`config.mk`:
```
export PLATFORM = sky130hd
export DESIGN_NAME = wstat_rdmux
export DESIGN_NICKNAME = d
export VERILOG_FILES = /design/src/rtl/wstat_rdmux.sv
export SDC_FILE = /design/constraint.sdc
export NUM_CORES = 1
export LEC_CHECK = 0
export ABC_AREA = 1
export BUFFER_PORTS_ARGS = -buffer_cell sky130_fd_sc_hd__buf_2
export CAP_MARGIN = 30
export CORE_MARGIN = 10
export CORE_UTILIZATION = 35
export CTS_CLUSTER_DIAMETER = 60
export CTS_CLUSTER_SIZE = 40
export DETAILED_ROUTE_END_ITERATION = 8
export GPL_ROUTABILITY_DRIVEN = 0
export PLACE_DENSITY = 0.81
export SLEW_MARGIN = 25
export SYNTH_ARGS = -nofsm -noshare
export SYNTH_HDL_FRONTEND = slang
export SYNTH_SLANG_ARGS = --single-unit
```
`constraint.sdc`:
```
create_clock -name clk -period 1 [get_ports clk]
set_input_delay 0.2 -clock clk [delete_from_list [all_inputs] [get_ports clk]]
set_output_delay 0.2 -clock clk [all_outputs]
set_load 0.1 [all_outputs]
```
`src/rtl/wstat_rdmux.sv`:
```
module wstat_rdmux #(
  parameter int AW = 17
) (
  input  logic          clk,
  input  logic          rst_n,
  input  logic          rd_stb,
  input  logic [AW-1:0] rd_addr,
  input  logic          busy,
  input  logic          op_erase,
  input  logic [AW-1:0] ld_addr,
  input  logic [7:0]    ld_data,
  input  logic [7:0]    arr_data,
  output logic [7:0]    rd_data
);

  logic busy_q;
  logic tog;
  logic tog_now;
  logic hit;
  logic [7:0] stat_pg;
  logic [7:0] stat_er;
  logic [7:0] nxt;

  assign tog_now = (busy && !busy_q) ? 1'b1 : tog;
  assign hit     = (rd_addr == ld_addr);
  assign stat_pg = {~ld_data[7], tog_now, hit ? ld_data[5:0] : 6'h3F};
  assign stat_er = {tog_now, tog_now, 6'h3F};
  assign nxt     = !busy ? arr_data : (op_erase ? stat_er : stat_pg);

  always_ff @(posedge clk) begin
    if (!rst_n) begin
      busy_q  <= 1'b0;
      tog     <= 1'b1;
      rd_data <= 8'hFF;
    end else begin
      busy_q <= busy;
      if (busy && !busy_q && !rd_stb) tog <= 1'b1;
      else if (busy && rd_stb)        tog <= ~tog_now;
      if (rd_stb) rd_data <= nxt;
    end
  end

endmodule


```
==> impl_metrics.ini <==
[clocking]
tritoncts = done
cts_buffers = 3
buffer_type_at_the_clock_tree_root = clkbuf_4
cts_h_tree_lvls = 1
cts.sinks = 10
worst_setup_hold_path_clk_slew_ns = 0.07
max-clock-path-buffers = 2
clock_latency_reported_for_the_late_side_of_the_worst_skew_pair_ns = 0.27

[drt]
post-route-drc-count = 0
route.vias.total = 1023
drtPass1Iterations = 2
routed_wl_microns = 2480
drt_iter0_drc = 18
post_drt_wl_per_cell_microns = 10.6
post_drt_via_cell_ratio = 4.37
drt.antenna.violating_nets = 0

[synthesis]
yosys-mux-area-fraction_pct = 0
largest_family_of_logic_cells_by_synthesized_area = simple AND/OR/NAND/NOR gates
synth_area_per_cell_sq_um = 5.78
synth_compound_gate_area_share_pct = 8.66
post_synthesis_cell_count = 140
yosys.area_share.simple_pct = 46.7
yosys_register_bits = 10
syn-num-nets = 195
synthesis.yosys.warnings = 0
yosysSeqAreaShare_pct = 24.7
synth_xor_xnor_area_share_pct = 7.57
syn_area_sq_um = 810
post_synth_num_cell_types = 18
yosys.area_share.adder_pct = 0

[global_route]
groute.usage.overall_pct = 10.4
gr_overflow_total = 0
global_route.peak_usage_layer = met2
met3_use_gr_pct = 6.04
grt_util_met1_pct = 10.1
wire_length_of_the_first_global_routing_pass_microns = 3820
grt_pass1_vias = 963
use_met2_pct = 18.6
antenna_violations_before_repair = 0
largest_net_degree_at_the_start_of_global_routing = 15

[sta]
setup_viol = 3
grt_setup_unrepaired = true
timing.final.ws_setup_ns = -0.00506
final_critical_path_required_period_ns = 1.01
fmax_mhz = 995
worst-slew-pin-transition_ns = 0.380
period_share_pct = 101
hold_violations = 0
timing.max_slew.rel_slack_pct = 74.6
final_max_slew_viol_count = 0
timing.setup.tns_ns = -0.00926
worst_clock_skew_ns = 0.00271

[worst_setup_path]
end_kind = output pin
worst-path-max-fanout = 2
critical_path.slowest_cell = dfxtp_2
critPathRequiredTime_ns = 0.80
r2r_start = busy_q
critPathCapture = rd_data[2]
critical_path.startpoint_type = flip-flop
crit_path_cell_trace = buf_12
timing.critical_path.slowest_cell_delay_ns = 0.36
startpoint = rd_data[2]
total_number_of_cells_along_the_worst_setup_path = 1
critical_path_class = flip-flop to output pin
worst-endpoint-arrival_ns = 0.81
worstPathBufferInverterCount = 1
r2r_slack_ns = 0.11
critical_path.top_delay_family = flip-flops
critical_path.reg2reg.endpoint = rd_data[6]
worst-r2r-cell-count = 5

[flow_run]
cap_viol_max_count = 0

[finish]
final_nets = 262
layout_cell_share_with_drive_strength_beyond_1_pct = 42.2
syn2layout_area_growth_pct = 64.6
diode_insertion_count_for_antenna_repair = 0
layout.filler_cells = 223

[floorplan]
placementRows = 17
i_o_pins = 63
core_area_sq_um = 2210
die_area_sq_um = 4640
die-height_microns = 68.1
initial_core_util_pct = 36.6
fp.dieW_microns = 68.1

[pwr]
power.share.clock_pct = 26.8
seq_power_share_pct = 32.9
power.net_switching_w = 0.000482
leakage_nw = 0.738
power.share.combinational_pct = 40.3
ir_worst_vdd_mv = 1.12
p_int_w = 0.000888
cellPowerDensity_nw_per_um2 = 1030
power_switching_share_pct = 35.2

[placed_design]
post-dp-hpwl_microns = 2200
buffer_ports.inserted = 61
dp_worst_setup_slack_ns = -0.176

[status]
failed_checks = setup timing
result_of_the_run = finished with violations

[worst_hold_path]
timing.hold.worst.class = primary input to flip-flop
metrics by stage:
stage	hold WS (ns)	instances	instance area, sq um	total power, W	util (%)
2_1_floorplan	0.270	140	823	0.000773	-
4_1_cts	0.127	234	1320	0.00138	59.7
3_5_place_dp	0.414	230	1280	0.00101	58.0
5_1_grt	0.134	234	1330	0.00146	60.2
6_report	0.129	234	1330	0.00137	60.2
3_3_place_gp	0.414	230	1280	0.00101	58.0
routing by layer:
metal	vias up	share of wire, %
li1	565	-
met1	414	39
met2	40	47
met3	4	14
met4	0	0.73
met5	-	0
layout by cell type (no fill, tap or decap), types with 2 or more instances in the layout:
| cell | n |
|---|---|
| nand4_1 | 6 |
| dfxtp_2 | 7 |
| buf_2 | 53 |
| clkbuf_4 | 3 |
| nor2_1 | 29 |
| nor2_2 | 6 |
| xnor2_1 | 6 |
| buf_4 | 4 |
| buf_12 | 8 |
| a21oi_1 | 7 |
| dfxtp_1 | 2 |
| inv_1 | 18 |
| nand3_1 | 2 |
| nand2_1 | 44 |
| nor2_4 | 2 |
worst min path at each step:
stage / startpoint / to / slack [ns] / cells after the start
6_report: rst_n / rd_data[6] / 0.13 / 2
5_1_grt: rst_n / rd_data[6] / 0.13 / 2
4_1_cts: rst_n / rd_data[6] / 0.13 / 2
3_5_place_dp: rst_n / rd_data[6] / 0.41 / 2
3_3_place_gp: rst_n / rd_data[6] / 0.41 / 2
2_1_floorplan: rst_n / rd_data[6] / 0.27 / 1
final cells by class:
class,count,area (sq um),share of cell area [%]
clock buffers,4,36.3,2.72
inverters,19,73.8,5.54
multi-input cells,108,519,39.0
flip-flops and latches,10,213,16.0
well taps,28,35.0,2.63
repair buffers,65,455,34.2
cell families after synthesis:
logic type | after synthesis
DFF | 10
xor gates and xnor gates | 7
and+or+nand+nor | 90
AOI/OAI and AO/OA | 11
buffers and inverters | 22
flip-flops by register name, summed over array words and instances (netlist names):
signal   cells
rd_data      8
busy_q       1
tog          1
cell usage after synthesis, drive strengths merged:
library cell | count | area (sq um)
nor2 | 37 | 159
o22ai | 1 | 6.26
clkbuf | 1 | 3.75
inv | 19 | 73.8
xor2 | 1 | 8.76
nand4 | 6 | 37.5
o221ai | 2 | 23.8
nand3 | 2 | 10.0
dfxtp | 10 | 200
buf | 2 | 22.5
xnor2 | 6 | 52.6
o21ai | 1 | 5.00
nand2 | 44 | 165
a21oi | 7 | 35.0
or2 | 1 | 6.26
power groups by stage:
| stage | Sequential (W) | Combinational, W | Clock [W] |
|---|---|---|---|
| final | 0.000451 | 0.000552 | 0.000368 |
| after global routing | 0.000453 | 0.000602 | 0.000406 |
| after CTS | 0.000453 | 0.000554 | 0.000377 |
| after detailed placement | 0.000461 | 0.000553 | 0 |
| after global placement | 0.000461 | 0.000544 | 0 |
| after floorplan | 0.000598 | 0.000174 | 0 |
timing repair:
action | 4_1_cts | 5_1_grt
gates resized for setup | 0 | 3
setup endpoints to repair | 8 | 10
setup buffers | 0 | 0
hold buffers | 0 | 0
(Power assumes the default switching activity.)
